[config.mk]
export PLATFORM = sky130hd
export DESIGN_NAME = spi_regbank_slave
export DESIGN_NICKNAME = d
export VERILOG_FILES = /design/src/rtl/spi_rb_pkg.sv /design/src/rtl/spi_rb_sync.sv /design/src/rtl/spi_rb_shift.sv /design/src/rtl/spi_rb_ctrl.sv /design/src/rtl/spi_regbank_slave.sv
export SDC_FILE = /design/constraint.sdc
export NUM_CORES = 2
export LEC_CHECK = 0
export ABC_AREA = 1
export BUFFER_PORTS_ARGS = -buffer_cell sky130_fd_sc_hd__buf_2
export CORE_ASPECT_RATIO = 1.4
export CORE_MARGIN = 4
export CORE_UTILIZATION = 45
export CTS_BUF_LIST = sky130_fd_sc_hd__clkbuf_8 sky130_fd_sc_hd__clkbuf_16
export CTS_CLUSTER_DIAMETER = 60
export CTS_CLUSTER_SIZE = 25
export DETAILED_ROUTE_END_ITERATION = 8
export SYNTH_ARGS = -nofsm -noshare
export SYNTH_HDL_FRONTEND = slang
export SYNTH_SLANG_ARGS = --single-unit
export TNS_END_PERCENT = 1
[constraint.sdc]
create_clock -name clk -period 3.9 [get_ports clk]
set_input_delay 0.39 -clock clk [delete_from_list [all_inputs] [get_ports clk]]
set_output_delay 0.39 -clock clk [all_outputs]
set_load 0.05 [all_outputs]
[src/rtl/spi_rb_pkg.sv]
package spi_rb_pkg;
  localparam int FRAME_W = 16;
  localparam int CNT_W   = $clog2(FRAME_W);

  typedef logic [FRAME_W-1:0] frame_t;
endpackage

[src/rtl/spi_rb_sync.sv]
module spi_rb_sync #(
  parameter int              W       = 3,
  parameter int              STAGES  = 2,
  parameter logic [W-1:0]    RST_VAL = '0
) (
  input  logic         clk,
  input  logic         rst,
  input  logic [W-1:0] d,
  output logic [W-1:0] q
);
  logic [W-1:0] stg [STAGES];

  generate
    for (genvar g = 0; g < STAGES; g++) begin : g_stage
      always_ff @(posedge clk) begin
        if (rst)
          stg[g] <= RST_VAL;
        else if (g == 0)
          stg[g] <= d;
        else
          stg[g] <= stg[(g == 0) ? 0 : g-1];
      end
    end
  endgenerate

  assign q = stg[STAGES-1];
endmodule

[src/rtl/spi_rb_shift.sv]
module spi_rb_shift
  import spi_rb_pkg::*;
(
  input  logic             clk,
  input  logic             rst,
  input  logic             sck_s,
  input  logic             mosi_s,
  input  logic             ss_s,
  input  logic             load_vld,
  input  frame_t           load_word,
  output logic             frame_done,
  output frame_t           frame_word,
  output logic             miso,
  output logic [CNT_W-1:0] bit_cnt
);
  logic   sck_q;
  logic   sck_rise;
  logic   sck_fall;
  frame_t rx_sr;
  frame_t tx_sr;

  assign sck_rise = sck_s & ~sck_q;
  assign sck_fall = ~sck_s & sck_q;

  always_ff @(posedge clk) begin
    if (rst) begin
      sck_q      <= 1'b0;
      rx_sr      <= '0;
      tx_sr      <= '0;
      bit_cnt    <= '0;
      frame_done <= 1'b0;
      frame_word <= '0;
      miso       <= 1'b0;
    end else begin
      sck_q      <= sck_s;
      frame_done <= 1'b0;
      miso       <= tx_sr[FRAME_W-1];
      if (ss_s) begin
        bit_cnt <= '0;
        rx_sr   <= '0;
        tx_sr   <= '0;
      end else begin
        if (sck_rise) begin
          rx_sr <= {rx_sr[FRAME_W-2:0], mosi_s};
          if (bit_cnt == CNT_W'(FRAME_W-1)) begin
            bit_cnt    <= '0;
            frame_done <= 1'b1;
            frame_word <= {rx_sr[FRAME_W-2:0], mosi_s};
          end else begin
            bit_cnt <= bit_cnt + 1'b1;
          end
        end
        if (load_vld)
          tx_sr <= load_word;
        else if (sck_fall && bit_cnt != '0)
          tx_sr <= {tx_sr[FRAME_W-2:0], 1'b0};
      end
    end
  end
endmodule

[src/rtl/spi_rb_ctrl.sv]
module spi_rb_ctrl
  import spi_rb_pkg::*;
#(
  parameter int     REGS      = 64,
  parameter frame_t RESET_VAL = 16'hBEEF,
  localparam int    ADDR_W    = $clog2(REGS)
) (
  input  logic              clk,
  input  logic              rst,
  input  logic              ss_s,
  input  logic              frame_done,
  input  frame_t            frame_word,
  input  logic [ADDR_W-1:0] lcl_addr,
  output frame_t            lcl_data,
  output logic              load_vld,
  output frame_t            load_word,
  output logic              wr_mode,
  output logic [ADDR_W-1:0] wr_addr,
  output logic              bank_we
);
  frame_t            bank [REGS];
  logic [ADDR_W-1:0] cmd_addr;

  assign cmd_addr = frame_word[ADDR_W-1:0];
  assign bank_we  = frame_done & wr_mode & ~ss_s;

  always_ff @(posedge clk) begin
    if (rst) begin
      wr_mode   <= 1'b0;
      wr_addr   <= '0;
      load_vld  <= 1'b0;
      load_word <= '0;
    end else begin
      load_vld <= frame_done & ~ss_s;
      if (ss_s) begin
        wr_mode <= 1'b0;
      end else if (frame_done) begin
        load_word <= '0;
        if (wr_mode) begin
          wr_addr <= wr_addr + 1'b1;
        end else if (frame_word[FRAME_W-1]) begin
          wr_mode <= 1'b1;
          wr_addr <= cmd_addr;
        end else begin
          load_word <= bank[cmd_addr];
        end
      end
    end
  end

  always_ff @(posedge clk) begin
    if (rst) begin
      for (int i = 0; i < REGS; i++) bank[i] <= RESET_VAL;
    end else if (bank_we) begin
      bank[wr_addr] <= frame_word;
    end
  end

  always_ff @(posedge clk) begin
    if (rst) lcl_data <= RESET_VAL;
    else     lcl_data <= bank[lcl_addr];
  end
endmodule

[src/rtl/spi_regbank_slave.sv]
module spi_regbank_slave
  import spi_rb_pkg::*;
#(
  parameter int     REGS        = 64,
  parameter int     SYNC_STAGES = 2,
  parameter frame_t RESET_VAL   = 16'hBEEF,
  localparam int    ADDR_W      = $clog2(REGS)
) (
  input  logic              clk,
  input  logic              rst,
  input  logic              spi_sck,
  input  logic              spi_mosi,
  input  logic              spi_ss_n,
  output logic              spi_miso,
  input  logic [ADDR_W-1:0] lcl_addr,
  output logic [15:0]       lcl_data
);
  logic [2:0]        pins_s;
  logic              sck_s;
  logic              mosi_s;
  logic              ss_sync;
  logic              frame_done;
  frame_t            frame_word;
  logic [CNT_W-1:0]  bit_cnt;
  logic              load_vld;
  frame_t            load_word;
  logic              wr_mode;
  logic [ADDR_W-1:0] wr_addr;
  logic              bank_we;

  spi_rb_sync #(.W(3), .STAGES(SYNC_STAGES), .RST_VAL(3'b100)) sync_i (
    .clk (clk),
    .rst (rst),
    .d   ({spi_ss_n, spi_mosi, spi_sck}),
    .q   (pins_s)
  );

  assign sck_s   = pins_s[0];
  assign mosi_s  = pins_s[1];
  assign ss_sync = pins_s[2];

  spi_rb_shift shift_i (
    .clk        (clk),
    .rst        (rst),
    .sck_s      (sck_s),
    .mosi_s     (mosi_s),
    .ss_s       (ss_sync),
    .load_vld   (load_vld),
    .load_word  (load_word),
    .frame_done (frame_done),
    .frame_word (frame_word),
    .miso       (spi_miso),
    .bit_cnt    (bit_cnt)
  );

  spi_rb_ctrl #(.REGS(REGS), .RESET_VAL(RESET_VAL)) ctrl_i (
    .clk        (clk),
    .rst        (rst),
    .ss_s       (ss_sync),
    .frame_done (frame_done),
    .frame_word (frame_word),
    .lcl_addr   (lcl_addr),
    .lcl_data   (lcl_data),
    .load_vld   (load_vld),
    .load_word  (load_word),
    .wr_mode    (wr_mode),
    .wr_addr    (wr_addr),
    .bank_we    (bank_we)
  );
endmodule

After elaboration in Yosys (flattened, before gate mapping)

Memories as Yosys holds them, arrays and structs flattened. A register that Yosys moved wholly into a read port is not among the register bits.
Cells that the tools add are included.
Widths: inputs -> output; s select.

Register bits after elaboration: 78
Memory bits (writable): 1030
Bits of input ports: 11
Logic and storage cells: 60
Memories: 2

Add/subtract/negate cells: 2
Equal/unequal tests: 1
Mux-type cells: 23
Bitwise operators: 11
Reduce and logical (&&, ||, !) cells: 10

Memory list:

| name        | depth | width | rd ports | clocked after Yosys merged registers in | wr ports | RTL line          | text |
|---|---|---|---|---|---|---|---|
| ctrl_i.bank | 64    | 16    | 2        | 2                                       | 64       | spi_rb_ctrl.sv:21 | `frame_t bank [REGS];` |
| sync_i.stg  | 2     | 3     | 2        | 0                                       | 2        | spi_rb_sync.sv:11 | `logic [W-1:0] stg [STAGES];` |

Operators by type and width:

| cell                | number |
|---|---|
| $mux 16             | 5 |
| $mux 6              | 5 |
| $reduce_or 16->1    | 1 |
| $mux 1              | 10 |
| $add 6x1->6 const B | 1 |
| $mux 3              | 2 |
| $reduce_and 3->1    | 2 |
| $and 1x1->1         | 5 |
| $add 4x1->4 const B | 1 |
| $eq 4x4->1 const B  | 1 |
| $mux 4              | 1 |
| $not 1->1           | 4 |
| $reduce_bool 2->1   | 2 |
| $reduce_bool 4->1   | 1 |
| $reduce_or 3->1     | 1 |
| $or 1x1->1          | 2 |
| $reduce_and 2->1    | 1 |
| $reduce_or 2->1     | 1 |
| $logic_and 1x1->1   | 1 |

Logic depth before layout (Yosys ltp)

Word-level depth: 7
Depth in mapped cells: 14
Gate-level depth less buffers: 11

By module

Synthesis repeated with hierarchy kept, for this count alone.

Cell total of the unflattened synthesis: 7489
Area, all modules: 60012.6 sq um

Modules (own cells, without submodules):

| module       | instances | cells each | area an instance (sq um) | sequential area each (sq um) |
|---|---|---|---|---|
| spi_rb_ctrl  | 1         | 7156       | 57570.2                  | 31550.3 |
| spi_rb_shift | 1         | 314        | 2273.4                   | 1081.0 |
| spi_rb_sync  | 1         | 19         | 168.9                    | 120.1 |

Worst setup path after synthesis

No wires, ideal clock.

Path kind: input port to flip-flop
Start point: in rst
End point: mem ctrl_i.bank[21][0] in the netlist's numbering (enable)
Setup time: 372 ps
Arrival time: 1912 ps
Required time: 3528 ps
Slack: 1616 ps
Stages on the path: 10
Path buffers: 1
Cells stage by stage: buf_2 nor2_4 inv_2 nor2_4 nand2_4 clkinv_2 nand4_4 nor2_4 inv_1 nand2_1

RTL lines:

| what        | RTL line                | text |
|---|---|---|
| from (decl) | spi_regbank_slave.sv:10 | `input logic rst,` |
| to (decl)   | spi_rb_ctrl.sv:21       |  |

==> results.cfg <==
[pwr]
leakage_nw = 22.7
power.density_nw_per_um2 = 377
vdd_drop_max_uv = 455

[sta]
max_freq_mhz = 337
final.setup.worst_slack_ns = 0.929
relSlewSlack = 0.202
skew_ns = 0.0319
maxSlewViolCount = 0
hold_violations = 0
setup_tns_ns = 0
rsz0062_at_grt = no
setup_viol_count_final = 0
timing.final.crit_share = 0.762
finalCriticalPeriod_ns = 2.97
worst_pin_slew_ns = 1.20

[worst_setup_path]
critPathCaptureType = flip-flop
rr_endpoint = ctrl_i.bank[51][14]
startpoint_type = flip-flop
path_cells = inv_1 > nor3_1 > inv_1 > nor2_1 > inv_1 > nor2_1 > buf_4 > inv_1 > nand2_1
cp.arrival_ns = 3.31
r2r_slack_ns = 0.93
r2r.worst_path.cells = 9
crit_required_ns = 4.24
r2r-start = ctrl_i.wr_addr[0]
criticalPathCategory = flip-flop to flip-flop
crit_path_max_incr_delay_ns = 0.52
cp_max_fo = 16
slowest_stage = nand2_1
crit_top_cell = inv_1

[placed_design]
post-dp-hpwl_um = 148000
io_buffers = 27
gp_congestion = 0.946
place_area_um2 = 61700
dp_slack_ns = 0.717

[synth]
yosys_warnings = 0
synth_seq_cells = 1130
synthArstFlopShare = 0
synth_top_area_frac = 0.515
yosysMostFrequentCell = nand2_1
synthTopCellsByArea = edfxtp_1 51%, nand2_1 18%, nand3_1 8.6%
synth-edff-count = 1024
synth-seq-area-share = 0.550
yosys.area.top_type = edfxtp_1
synth_cells = 7427
synth_commonest_cells = 2826 x nand2_1, 1024 x edfxtp_1, 1021 x nand3_1
ys.flop_type = edfxtp_1
ys_types = 36
synth_area_um2 = 59700
postSynthAreaPerCell_um2 = 8.04
synth_fp_nets = 7441

[die]
row_count = 157
io_pins = 28
die-area_um2 = 139000
coreArea_um2 = 131000
die_w_um = 316
initial_core_util = 0.454
die-height_um = 439

[routing]
routed_via_density = 6.10
drt-wirelength-per-cell_um = 26.3
drc = 0
vias = 54500
antenna_left = 0
finalWirelength_um = 234000
drt_iter0_markers = 7879
drt_pre_antenna_iters = 9

[global_route]
grt-ovfl-total = 0
grt_pass1_vias = 50700
grt_start_max_net_pins = 146
antenna_found_initial = 7
grt_pass1_wl_um = 339000
grt_usage = 0.330

[cts]
cts_made_buffers = 67
cts-root-buf = clkbuf_16
cts_resized = 0
cts_max_level = 3
clk_pin_slew_worst_paths_ns = 0.10
cts_tree = done
clockBufferDepth = 3
clock_latency_ns = 0.72
clock-sinks = 1130

[run_status]
status = finished, final reports clean

[cells_and_area]
fin_area_um2 = 64100
nets = 7135
area_delta_synth_final_pct = 7.24
drive_gt1_frac = 0.0627
fin_util = 0.487

[worst_hold_path]
whs_path_depth = 3
min_from = lcl_addr[5]
min_path_type = input pin to flip-flop
whs_endpoint = ctrl_i.lcl_data[8]

[job]
max_cap_violations = 0
==> critical path: cells and delay by family (launching register included) <==
family	cells	cell delay [ns]
buf+inv	5	1.02
simple gates	4	1.08
flops	1	0.49
==> state kept, by name, summed over array words and instances, names as in the netlist, named ones only <==
| name | cells |
|---|---|
| shift_i.tx_sr | 16 |
| shift_i.rx_sr | 15 |
| ctrl_i.wr_mode | 1 |
| shift_i.frame_done | 1 |
| ctrl_i.bank | 1024 |
| shift_i.sck_q | 1 |
| ctrl_i.load_vld | 1 |
| ctrl_i.wr_addr | 6 |
| sync_i.stg | 6 |
| shift_i.bit_cnt | 4 |
| shift_i.miso | 1 |
| ctrl_i.load_word | 16 |
| shift_i.frame_word | 16 |
| ctrl_i.lcl_data | 16 |
==> area by class of cell <==
class	count	area [um2]
antenna	1	2.50
tap	1749	2190
timing repair buffer	273	2490
fill	12500	67400
inverter	144	588
clock buffer	73	1800
sequential	1130	32900
multi-input combinational	5505	23600
clock inverter	48	480
==> how the worst max path moves through the flow <==
| stage | depth (start not counted) | startpoint | endpoint |
|---|---|---|---|
| after floorplan | 10 | rst | ctrl_i.bank[21][0] |
| after global placement | 11 | lcl_addr[1] | ctrl_i.lcl_data[10] |
| after detailed placement | 11 | lcl_addr[1] | ctrl_i.lcl_data[10] |
| after CTS | 8 | ctrl_i.wr_addr[1] | ctrl_i.bank[50][15] |
| after global routing | 9 | ctrl_i.wr_addr[0] | ctrl_i.bank[51][11] |
| final | 9 | ctrl_i.wr_addr[0] | ctrl_i.bank[51][14] |
==> cells in the final DEF, fill, tap and decap left out, drive strengths merged, types with 8 or more instances in the layout <==
cell    instances
a21oi          96
a311oi          8
buf           270
clkbuf         73
clkinv         26
dfxtp         106
edfxtp       1024
inv           158
nand2        2827
nand3        1023
nor2          785
nor3           13
o21ai         497
o22ai         209
o31ai          21
==> routing by layer <==
layer	up-vias	GRT usage	share of wire
met3	760	0.0521	0.10
li1	24200	-	-
met5	-	0	0.00012
met2	3699	0.523	0.46
met4	4	0.216	0.078
met1	25800	0.420	0.36
==> through the flow <==
step           instances  hold slack, ns  power [mW]
2_1_floorplan       7427           0.388        15.2
3_3_place_gp        8798           0.401        16.1
3_5_place_dp        8798           0.418        16.1
4_1_cts             8922           0.194        24.1
5_1_grt             8922           0.221        24.8
6_report            8923           0.233        24.2
==> timing repair <==
action	in CTS	in global routing
setup buffers	0	0
hold endpoints to repair	3	0
hold buffers	3	0
==> cells by family after synthesis <==
logic type	count (synthesis)	synth area share
xor gates and xnor gates	1	0.000147
DFF	1130	0.550
AOI/OAI and AO/OA	847	0.0775
and+or+nand+nor	4654	0.317
adders and majority gates	3	0.000629
buffers and inverters	792	0.0544
==> report_power, final <==
part	leakage [nW]	switching, mW	internal, mW
Clock	1.13	4.60	3.65
Combinational	10.9	1.47	0.510
Sequential	10.6	0.307	13.6
Total	22.7	6.38	17.8
No activity file was read; power rests on OpenSTA's default activity.
